==> src/rtl/cardctl_pkg.sv <==
package cardctl_pkg;

  // Word map: the low two address bits select one of four words.
  typedef enum logic [1:0] {
    WORD_IDENT = 2'd0,
    WORD_FLASH = 2'd1,
    WORD_EVENT = 2'd2,
    WORD_DECOD = 2'd3
  } word_e;

  localparam int unsigned MAP_BITS  = 2;
  localparam logic [31:0] IDENT_VAL = 32'h4103_4003;
  localparam logic [31:0] DECOD_VAL = 32'h0000_0011;

  // Bit positions inside the event word, decoded by software.
  localparam int unsigned WP_POS = 0;
  localparam int unsigned CD_POS = 3;

  typedef struct packed {
    logic  rd_hit;
    logic  rd_miss;
    logic  wr_miss;
    logic  clr_wr;
    word_e word;
  } access_t;

endpackage

==> src/rtl/cardctl_rst_sync.sv <==
module cardctl_rst_sync #(
  parameter int unsigned STAGES = 2
) (
  input  logic clk,
  input  logic arst_n,
  output logic srst_n
);

  logic [STAGES-1:0] chain_q;
  logic [STAGES-1:0] chain_d;

  always_comb begin
    chain_d = {chain_q[STAGES-2:0], 1'b1};
  end

  always_ff @(posedge clk or negedge arst_n) begin
    if (!arst_n) begin
      chain_q <= '0;
    end else begin
      chain_q <= chain_d;
    end
  end

  assign srst_n = chain_q[STAGES-1];

endmodule

==> src/rtl/cardctl_decode.sv <==
module cardctl_decode
  import cardctl_pkg::*;
#(
  parameter int unsigned ADDR_W = 4
) (
  input  logic              sel,
  input  logic              wr,
  input  logic [ADDR_W-1:0] addr,
  input  logic              clr_bit,
  output access_t           acc
);

  logic mapped;
  logic rd;
  logic wrt;

  generate
    if (ADDR_W > MAP_BITS) begin : g_upper
      assign mapped = (addr[ADDR_W-1:MAP_BITS] == '0);
    end else begin : g_flat
      assign mapped = 1'b1;
    end
  endgenerate

  always_comb begin
    rd          = sel && !wr;
    wrt         = sel && wr;
    acc.word    = word_e'(addr[MAP_BITS-1:0]);
    acc.rd_hit  = rd && mapped;
    acc.rd_miss = rd && !mapped;
    acc.wr_miss = wrt && !mapped;
    acc.clr_wr  = wrt && mapped && (acc.word == WORD_EVENT) && clr_bit;
  end

endmodule

==> src/rtl/cardctl_card_latch.sv <==
module cardctl_card_latch (
  input  logic clk,
  input  logic rst_n,
  input  logic set_in,
  input  logic clr_req,
  output logic flag
);

  logic flag_q;
  logic flag_d;
  logic flag_en;

  // Set dominates clear; enable only when the state can move.
  always_comb begin
    flag_en = set_in || clr_req;
    flag_d  = set_in;
  end

  always_ff @(posedge clk or negedge rst_n) begin
    if (!rst_n) begin
      flag_q <= 1'b0;
    end else if (flag_en) begin
      flag_q <= flag_d;
    end
  end

  assign flag = flag_q;

  AST_CARD_SET: assert property (@(posedge clk) disable iff (!rst_n)
    set_in |=> flag);

  AST_SET_BEATS_CLEAR: assert property (@(posedge clk) disable iff (!rst_n)
    (set_in && clr_req) |=> flag);

  AST_CARD_STICKY: assert property (@(posedge clk) disable iff (!rst_n)
    (flag && !clr_req) |=> flag);

  AST_CARD_CLEAR: assert property (@(posedge clk) disable iff (!rst_n)
    (clr_req && !set_in) |=> !flag);

  AST_NO_SPURIOUS_SET: assert property (@(posedge clk) disable iff (!rst_n)
    (!flag && !set_in) |=> !flag);

endmodule

==> src/rtl/cardctl_readmux.sv <==
module cardctl_readmux
  import cardctl_pkg::*;
#(
  parameter int unsigned DATA_W = 32
) (
  input  word_e             word,
  input  logic              wp_level,
  input  logic              cd_flag,
  output logic [DATA_W-1:0] value
);

  always_comb begin
    value = '0;
    unique case (word)
      WORD_IDENT: value = DATA_W'(IDENT_VAL);
      WORD_FLASH: value = '0;
      WORD_EVENT: begin
        value[WP_POS] = wp_level;
        value[CD_POS] = cd_flag;
      end
      WORD_DECOD: value = DATA_W'(DECOD_VAL);
      default:    value = '0;
    endcase
  end

endmodule

==> src/rtl/cardctl_regs.sv <==
module cardctl_regs
  import cardctl_pkg::*;
#(
  parameter int unsigned DATA_W     = 32,
  parameter int unsigned ADDR_W     = 4,
  parameter int unsigned SYNC_DEPTH = 2
) (
  input  logic              clk,
  input  logic              rst_n,
  input  logic              bus_sel,
  input  logic              bus_wr,
  input  logic [ADDR_W-1:0] bus_addr,
  input  logic [DATA_W-1:0] bus_wdata,
  output logic [DATA_W-1:0] bus_rdata,
  output logic              bus_err,
  input  logic              wprot,
  input  logic              cardin,
  output logic              card_irq
);

  localparam logic [ADDR_W-1:0] IDENT_ADDR = ADDR_W'(0);

  logic              srst_n;
  access_t           acc;
  logic              cd_flag;
  logic [DATA_W-1:0] mux_val;
  logic [DATA_W-1:0] rdata_q;
  logic [DATA_W-1:0] rdata_d;
  logic              rdata_en;
  logic              err_q;
  logic              err_d;
  logic              unused_wdata;

  assign unused_wdata = ^{bus_wdata[DATA_W-1:CD_POS+1], bus_wdata[CD_POS-1:0]};

  cardctl_rst_sync #(.STAGES(SYNC_DEPTH)) u_rst (
    .clk    (clk),
    .arst_n (rst_n),
    .srst_n (srst_n)
  );

  cardctl_decode #(.ADDR_W(ADDR_W)) u_dec (
    .sel     (bus_sel),
    .wr      (bus_wr),
    .addr    (bus_addr),
    .clr_bit (bus_wdata[CD_POS]),
    .acc     (acc)
  );

  cardctl_card_latch u_latch (
    .clk     (clk),
    .rst_n   (srst_n),
    .set_in  (cardin),
    .clr_req (acc.clr_wr),
    .flag    (cd_flag)
  );

  cardctl_readmux #(.DATA_W(DATA_W)) u_mux (
    .word     (acc.word),
    .wp_level (wprot),
    .cd_flag  (cd_flag),
    .value    (mux_val)
  );

  // Next-state for the read-data and error registers.
  always_comb begin
    rdata_en = acc.rd_hit || acc.rd_miss;
    rdata_d  = acc.rd_hit ? mux_val : '0;
    err_d    = acc.rd_miss || acc.wr_miss;
  end

  always_ff @(posedge clk or negedge srst_n) begin
    if (!srst_n) begin
      rdata_q <= '0;
    end else if (rdata_en) begin
      rdata_q <= rdata_d;
    end
  end

  always_ff @(posedge clk or negedge srst_n) begin
    if (!srst_n) begin
      err_q <= 1'b0;
    end else begin
      err_q <= err_d;
    end
  end

  assign bus_rdata = rdata_q;
  assign bus_err   = err_q;
  assign card_irq  = cd_flag;

  AST_RDATA_HOLD: assert property (@(posedge clk) disable iff (!srst_n)
    !(bus_sel && !bus_wr) |=> $stable(bus_rdata));

  AST_IDENT_READ: assert property (@(posedge clk) disable iff (!srst_n)
    (bus_sel && !bus_wr && bus_addr == IDENT_ADDR) |=> (bus_rdata == DATA_W'(IDENT_VAL)));

  AST_MISS_FLAGS: assert property (@(posedge clk) disable iff (!srst_n)
    (bus_sel && bus_addr[ADDR_W-1:MAP_BITS] != '0) |=> bus_err);

  AST_ERR_QUIET: assert property (@(posedge clk) disable iff (!srst_n)
    !(bus_sel && bus_addr[ADDR_W-1:MAP_BITS] != '0) |=> !bus_err);

  AST_MISS_READS_ZERO: assert property (@(posedge clk) disable iff (!srst_n)
    (bus_sel && !bus_wr && bus_addr[ADDR_W-1:MAP_BITS] != '0) |=> (bus_rdata == '0));

  AST_RESET_QUIET: assert property (@(posedge clk)
    !srst_n |-> (!card_irq && !bus_err && bus_rdata == '0));

endmodule

==> config.mk <==
export PLATFORM = sky130hd
export DESIGN_NAME = cardctl_regs
export DESIGN_NICKNAME = d
export VERILOG_FILES = /design/src/rtl/cardctl_pkg.sv /design/src/rtl/cardctl_rst_sync.sv /design/src/rtl/cardctl_decode.sv /design/src/rtl/cardctl_card_latch.sv /design/src/rtl/cardctl_readmux.sv /design/src/rtl/cardctl_regs.sv
export SDC_FILE = /design/constraint.sdc
export NUM_CORES = 1
export LEC_CHECK = 0
export ABC_CLOCK_PERIOD_IN_PS = 800
export BUFFER_PORTS_ARGS = -buffer_cell sky130_fd_sc_hd__buf_2
export CAP_MARGIN = 10
export CORE_MARGIN = 2
export CORE_UTILIZATION = 31
export CTS_CLUSTER_SIZE = 20
export DETAILED_ROUTE_END_ITERATION = 8
export GPL_TIMING_DRIVEN = 0
export MAX_ROUTING_LAYER = met4
export PLACE_DENSITY = 0.78
export SKIP_CTS_REPAIR_TIMING = 1
export SYNTH_ARGS = -nofsm -noshare
export SYNTH_HDL_FRONTEND = slang
export SYNTH_SLANG_ARGS = --single-unit
==> constraint.sdc <==
create_clock -name clk -period 0.8 [get_ports clk]
set_clock_uncertainty 0.15 [all_clocks]
set_input_delay 0.04 -clock clk [delete_from_list [all_inputs] [get_ports clk]]
set_output_delay 0.04 -clock clk [all_outputs]
set_load 0.01 [all_outputs]
==> results of run 1 <==
final cells by class:
class                   instances  area [µm²]  share of cell area
clock buffers                   4        26.3              0.0286
plain buffers                  28         210               0.229
repair buffers                 24         143               0.156
inverters                       3        13.8              0.0150
multi-input cells              43         289               0.315
flip-flops and latches          8         201               0.220
well taps                      27        33.8              0.0368
where the power goes:
| part | internal [mW] | total, mW | switching, mW |
|---|---|---|---|
| clock | 0.191 | 0.335 | 0.143 |
| combinational | 0.162 | 0.305 | 0.143 |
| sequential | 0.425 | 0.439 | 0.0148 |
registers in the layout (all words and copies together) (netlist names):
name and flops:
bus_rdata 4, u_rst.chain_q 2, bus_err 1, u_latch.flag 1
kinds of logic (layout without fill, tap and decap cells):
logic type      after synthesis  in the layout  synth area share
compound gates                6              6             0.100
fa+ha+maj                     5              5             0.102
buf+inv                      31             59             0.363
flops                         8              8             0.328
other cells                   2             24            0.0123
simple gates                  8              8            0.0943
path summary, 6_finish.rpt:
path	endpoint	slack [ps]	start
max reg2reg	bus_rdata[1]$_DFFE_PN0P_	-260	bus_rdata[1]$_DFFE_PN0P_
max in group asynchronous	bus_rdata[1]$_DFFE_PN0P_	340	u_rst.chain_q[1]$_DFF_PN0_
min	u_latch.flag$_DFFE_PN0P_	-170	cardin
min in group asynchronous	bus_rdata[4]$_DFFE_PN0P_	-60	u_rst.chain_q[1]$_DFF_PN0_
max	bus_rdata[17]	-350	bus_rdata[1]$_DFFE_PN0P_
min reg2reg	bus_rdata[4]$_DFFE_PN0P_	-60	u_rst.chain_q[1]$_DFF_PN0_
critical path, stage by stage (launching register included):
cell and delay [ps]:
dfrtp_2 440, buf_4 140, buf_2 130
stage by stage:
step	utilization	std cells
final	0.482	137
after floorplan	-	82
after global placement	0.446	130
after detailed placement	0.446	130
after global routing	0.482	137
after CTS	0.460	134
cell usage after synthesis:
| cell type | n |
|---|---|
| buf_4 | 28 |
| dfrtp_1 | 8 |
| ha_1 | 5 |
| nand2_1 | 4 |
| inv_1 | 3 |
| a22o_2 | 2 |
| conb_1 | 2 |
| a32o_1 | 1 |
| nand2b_1 | 1 |
| nand2b_4 | 1 |
| nand4_1 | 1 |
| nor3_4 | 1 |
| o21a_1 | 1 |
| o31ai_1 | 1 |
| o41ai_2 | 1 |
per-layer routing:
layer	wire length, µm	vias up	track usage
li1	-	243	-
met1	376	191	0.0859
met2	559	25	0.162
met3	100	3	0.0185
met4	22	0	0.0857
met5	0	-	-
==> impl_metrics.ini, run 1 <==
[global_routing]
grt_pass1_vias = 428
grt_usage = 0.0934
antenna_found_initial = 0
grt_first_pass_wirelength_um = 1640
grt.overflow.total = 0
grt_max_degree = 8

[worst_setup_path]
crit_type = reg -> out
critPathLaunchType = flop
rr_worst_depth = 2
arrival_ps = 960
crit_required_ps = 610
cp_max_fo = 7
endpoint_kind = output port

[layout]
n_antenna_cell = 0
fin_nets = 158
final_common_cell = buf_4
syn2layout_area_growth_pct = 50.2
most-common-layout-cells = buf_4, conb_1, buf_2
drive_gt1_frac = 0.573
nFillCells = 184
stdcell_area_um2 = 917

[synthesis]
synth_top_cell_by_area = buf_4
syn_area_per_cell_um2 = 10.2
synth_top_area_frac = 0.344
ys_ff_latch = 8
synth_cell_types = 15
synth_area_leaders = buf_4, dfrtp_1, ha_1, a22o_2, nor3_4
yosysSeqAreaShare = 0.328
syn_inst = 60
synth_area_um2 = 611
yosys_warnings = 0

[placement]
io_buffers = 21
post-dp-hpwl_um = 897
postPlaceCellArea_um2 = 848
gp_congestion = 0.706
dp_slack_ps = -261

[drt]
avgRoutedWirePerCell_um = 7.72
viasPerCell = 3.37
drc = 0
finalWirelength_um = 1060
ant_nets = 0
firstDrtPassIters = 2
vias = 462
drt_iter0_drc = 2

[die]
core_um2 = 1900
die_area_um2 = 2340
io_pins = 76
die_h_um = 48.4
die_x_um = 48.4
initial_utilization = 0.321
fp-row-count = 16

[clocking]
root_buffer = clkbuf_4
clkLatencyLatePin_ps = 250
clockBufferDepth = 2
clock-sinks = 8
cts.clk_slew.worst_paths_ps = 60
cts_htree_levels = 1
cts_tree = done
cts_buffers = 3

[sta]
tns_ps = -3190
slew_viol_final = 0
finalSetupViolations = 16
grt_setup_unrepaired = true
fmax_mhz = 866
finalCritPeriodShare = 1.44
holdWs_ps = -171
min_period_ps = 1150
fin_ws_ps = -355
finalHoldViolCount = 12

[power_and_ir_drop]
p_total_mw = 1.08
powerDensity_nw_per_um2 = 1180
peakVddDrop_mv = 0.599
cellLeakagePower_nw = 0.551

[run_status]
run_status = finished, violations left
violations = hold timing, setup timing

[hold_path]
hold_depth = 2
worstHoldPathType = in -> reg

[run]
cap_violations = 0
No activity file was read; power rests on OpenSTA's default activity.
==> run 2, diff against run 1 <==
--- a/config.mk
+++ b/config.mk
@@ -6,7 +6,7 @@
 export NUM_CORES = 1
 export LEC_CHECK = 0
 export ABC_CLOCK_PERIOD_IN_PS = 800
-export BUFFER_PORTS_ARGS = -buffer_cell sky130_fd_sc_hd__buf_2
+export BUFFER_PORTS_ARGS = -buffer_cell sky130_fd_sc_hd__clkbuf_2
 export CAP_MARGIN = 10
 export CORE_MARGIN = 2
 export CORE_UTILIZATION = 31
==> run 2 against run 1 <==
Net effect: the run still ends with hold timing, setup timing left; hold slack improved by 72 ps; register-to-register slack about the same; total power is 0.30% higher; die area did not move; clock-buffer cell count unchanged; critical endpoint is now bus_rdata[30]; sequential power about the same; largest cell class unchanged; first-iteration DRC count is 100% lower; clock power about the same.
==> impl_metrics.ini, run 2 (synthesis results as in run 1) <==
[power_and_ir_drop]
internal_power_mw = 0.779
peakVddDrop_mv = 0.595
cellLeakagePower_nw = 0.549
p_clk_frac = 0.310
combPwrFrac = 0.284
switching_share = 0.280
p_total_mw = 1.08
switchingPower_mw = 0.303
pwr-share-seq = 0.407
powerDensity_nw_per_um2 = 1170

[worst_setup_path]
critPathLaunchType = flop
crit_required_ps = 610
rr_worst_depth = 2
endpoint_kind = output port
ff2ff_setup_slack_ps = -260
crit_type = reg -> out
arrival_ps = 960
r2r-end = bus_rdata[1]$_DFFE_PN0P_
cp_max_fo = 7
r2r-start = bus_rdata[1]$_DFFE_PN0P_

[layout]
syn2layout_area_growth_pct = 51.2
drive_gt1_frac = 0.564
nFillCells = 181
largest_reg_flops = 4
final_common_cell = buf_4
most-common-layout-cells = buf_4, conb_1, clkbuf_2
n_antenna_cell = 0
utilization = 0.486
fin_nets = 158

[global_routing]
grt_usage = 0.0947
antenna_found_initial = 0
grt.overflow.total = 0
grt_pass1_vias = 427
grt_first_pass_wirelength_um = 1650
grt_max_degree = 8

[hold_path]
min_to = bus_err$_DFF_PN0_
hp-start = bus_sel
worstHoldPathType = in -> reg
hold_depth = 2

[sta]
finalSetupViolations = 16
finalCritPeriodShare = 1.43
holdWs_ps = -99.2
fin_ws_ps = -348
slew_viol_final = 0
fmax_mhz = 871
grt_setup_unrepaired = true
finalHoldViolCount = 12
min_period_ps = 1150

[clocking]
cts_tree = done
root_buffer = clkbuf_4
clkLatencyLatePin_ps = 250
clock-sinks = 8
cts_buffers = 3
cts.clk_slew.worst_paths_ps = 60
cts_htree_levels = 1
clockBufferDepth = 2

[drt]
firstDrtPassIters = 1
ant_nets = 0
drt_iter0_drc = 0
viasPerCell = 3.39
avgRoutedWirePerCell_um = 7.56
finalWirelength_um = 1040
drc = 0
vias = 465

[die]
io_pins = 76
core_um2 = 1900
die_h_um = 48.4
fp-row-count = 16
die_x_um = 48.4
initial_utilization = 0.321
die_area_um2 = 2340

[run_status]
violations = hold timing, setup timing
run_status = finished, violations left

[placement]
io_buffers = 21
gp_congestion = 0.705
post-dp-hpwl_um = 925

[run]
cap_violations = 0
run 2: worst max-delay path: stages (launching register included):
cell	delay, ps
dfrtp_2	440
buf_4	140
clkbuf_2	110
run 2: worst max path at each step:
stage	start	end	slack, ps	depth (start not counted)
after floorplan	bus_rdata[1]$_DFFE_PN0P_	bus_rdata[1]$_DFFE_PN0P_	-140	1
after global placement	bus_addr[1]	bus_rdata[0]$_DFFE_PN0P_	-240	5
after detailed placement	bus_addr[1]	bus_rdata[0]$_DFFE_PN0P_	-270	5
after CTS	bus_rdata[1]$_DFFE_PN0P_	bus_rdata[17]	-370	2
after global routing	bus_rdata[1]$_DFFE_PN0P_	bus_rdata[30]	-400	2
final	bus_rdata[1]$_DFFE_PN0P_	bus_rdata[30]	-350	2
run 2: final cells by class:
cell class              instances  area (µm²)  share of cell area
multi-input cells              43         289               0.313
plain buffers                  28         214               0.232
flip-flops and latches          8         201               0.218
repair buffers                 24         145               0.157
well taps                      27        33.8              0.0366
clock buffers                   4        26.3              0.0285
inverters                       3        13.8              0.0149
run 2: per-stage QoR:
stage | setup TNS (ps) | hold WS [ps] | instance area (µm²) | instances | setup slack [ps]
after detailed placement | -1180 | -322 | 848 | 130 | -268
after CTS | -3200 | -594 | 875 | 134 | -369
final | -3190 | -99.2 | 923 | 137 | -348
after global routing | -3750 | -98.3 | 923 | 137 | -397
after global placement | -1020 | -324 | 848 | 130 | -237
after floorplan | -392 | -406 | 709 | 82 | -140
run 2: metal layers:
layer,share of wire,track usage,vias to the layer above
met2,0.52,0.169,25
met3,0.087,0.0185,3
li1,-,-,243
met4,0.026,0.0857,0
met5,0,-,-
met1,0.36,0.0840,194
run 2: power groups by stage:
stage	Combinational, mW	Clock, mW	Sequential, mW
after detailed placement	0.285	0	0.448
after global placement	0.279	0	0.448
final	0.307	0.335	0.440
after global routing	0.336	0.381	0.443
after floorplan	0.200	0	0.452
after CTS	0.286	0.343	0.441
==> run 3, diff against run 2 <==
--- a/config.mk
+++ b/config.mk
@@ -15,6 +15,7 @@
 export GPL_TIMING_DRIVEN = 0
 export MAX_ROUTING_LAYER = met4
 export PLACE_DENSITY = 0.78
+export RECOVER_POWER = 100
 export SKIP_CTS_REPAIR_TIMING = 1
 export SYNTH_ARGS = -nofsm -noshare
 export SYNTH_HDL_FRONTEND = slang
==> run 3 against run 2 <==
Net effect: the flow still finishes with violations (hold timing, setup timing); die area did not move; fmax hardly changed; non-clock buffer count is the same; worst setup slack is essentially flat; core utilization decreased by 0.13 points; critical endpoint unchanged.
==> impl_metrics.ini, run 3 (synthesis results as in run 1) <==
[hold_path]
hp-start = bus_sel
worstHoldPathType = in -> reg
hold_depth = 2
min_to = bus_err$_DFF_PN0_

[worst_setup_path]
r2r-start = bus_rdata[1]$_DFFE_PN0P_
rr_worst_depth = 2
endpoint_kind = output port
crit_type = reg -> out
cp_max_fo = 7
crit_buf_inv = 2
crit_required_ps = 610
slowest_stage = dfrtp_2
arrival_ps = 960
critPathLaunchType = flop
ff2ff_setup_slack_ps = -260
cp_top_family = flip-flops
cpPeakStageDelay_ps = 440
r2r-end = bus_rdata[1]$_DFFE_PN0P_
cp_cell_sequence = buf_4, clkbuf_2

[clocking]
clkLatencyLatePin_ps = 250
cts.clk_slew.worst_paths_ps = 60
clockBufferDepth = 2
clock-sinks = 8
cts_tree = done
cts_htree_levels = 1
root_buffer = clkbuf_4
cts_buffers = 3

[placement]
post-dp-hpwl_um = 925
gp_congestion = 0.705
io_buffers = 21
dp_slack_ps = -268
place_inst = 130

[layout]
seq_area_um2 = 201
final_common_cell = buf_4
utilization = 0.484
n_antenna_cell = 0
fin_nets = 158
nFillCells = 182
stdcell_count = 137
most-common-layout-cells = buf_4, conb_1, clkbuf_2
largest_reg_flops = 4
drive_gt1_frac = 0.545
multi_input_area_um2 = 289
syn2layout_area_growth_pct = 50.8

[run]
cap_violations = 0

[power_and_ir_drop]
cellLeakagePower_nw = 0.543
powerDensity_nw_per_um2 = 1170
peakVddDrop_mv = 0.590
p_total_mw = 1.08

[global_routing]
grt_first_pass_wirelength_um = 1650
grt_max_degree = 8
grt_pass1_vias = 427
antenna_found_initial = 0
grt.overflow.total = 0
grt_usage = 0.0947

[sta]
finalCritPeriodShare = 1.43
holdWs_ps = -99.7
fin_ws_ps = -348
finalHoldViolCount = 12
grt_setup_unrepaired = true
finalSetupViolations = 16
tns_ps = -3190
fmax_mhz = 871
slew_viol_final = 0
min_period_ps = 1150

[die]
die_h_um = 48.4
io_pins = 76
core_um2 = 1900
fp-row-count = 16
die_x_um = 48.4
initial_utilization = 0.321
die_area_um2 = 2340

[drt]
ant_nets = 0
avgRoutedWirePerCell_um = 7.58
finalWirelength_um = 1040
drt_iter0_drc = 0
viasPerCell = 3.39
firstDrtPassIters = 1
drc = 0
vias = 465

[run_status]
violations = hold timing, setup timing
run_status = finished, violations left
run 3: cell counts in the layout (fill, tap and decap cells not counted):
No cell type changed its count.
run 3: layout make-up:
type                            instances  share of cell area
Buffer                                 28               0.232
Clock buffer                            4              0.0285
Inverter                                3              0.0149
Multi-Input combinational cell         43               0.314
Sequential cell                         8               0.219
Tap cell                               27              0.0367
Timing Repair Buffer                   24               0.155
run 3: worst max path at each step:
stage,from,to,cells past startpoint
after floorplan,bus_rdata[1]$_DFFE_PN0P_,bus_rdata[1]$_DFFE_PN0P_,1
after global placement,bus_addr[1],bus_rdata[0]$_DFFE_PN0P_,5
after detailed placement,bus_addr[1],bus_rdata[0]$_DFFE_PN0P_,5
after CTS,bus_rdata[1]$_DFFE_PN0P_,bus_rdata[17],2
after global routing,bus_rdata[1]$_DFFE_PN0P_,bus_rdata[30],2
final,bus_rdata[1]$_DFFE_PN0P_,bus_rdata[30],2
run 3: worst register-to-register path, cell delays in order (launching register included):
cell and delay (ps):
dfrtp_2 440, buf_4 140, a22o_2 220
run 3: power breakdown:
group / switching (mW) / internal (mW) / total (mW) / leakage, nW
Clock: 0.145 / 0.191 / 0.336 / 0.0150
Combinational: 0.144 / 0.162 / 0.306 / 0.431
Sequential: 0.0156 / 0.425 / 0.440 / 0.0976
Total: 0.304 / 0.778 / 1.08 / 0.543
run 3: routing by layer:
| metal | GRT usage | part of all wire | vias up |
|---|---|---|---|
| li1 | - | - | 243 |
| met1 | 0.0840 | 0.36 | 194 |
| met2 | 0.169 | 0.52 | 25 |
| met3 | 0.0185 | 0.087 | 3 |
| met4 | 0.0857 | 0.026 | 0 |
| met5 | - | 0 | - |
run 3: metrics by stage:
step / area, µm² / hold WS, ps
floorplan: 709 / -406
global placement: 848 / -324
detailed placement: 848 / -322
CTS: 875 / -594
global route: 921 / -98.3
finish: 921 / -99.7
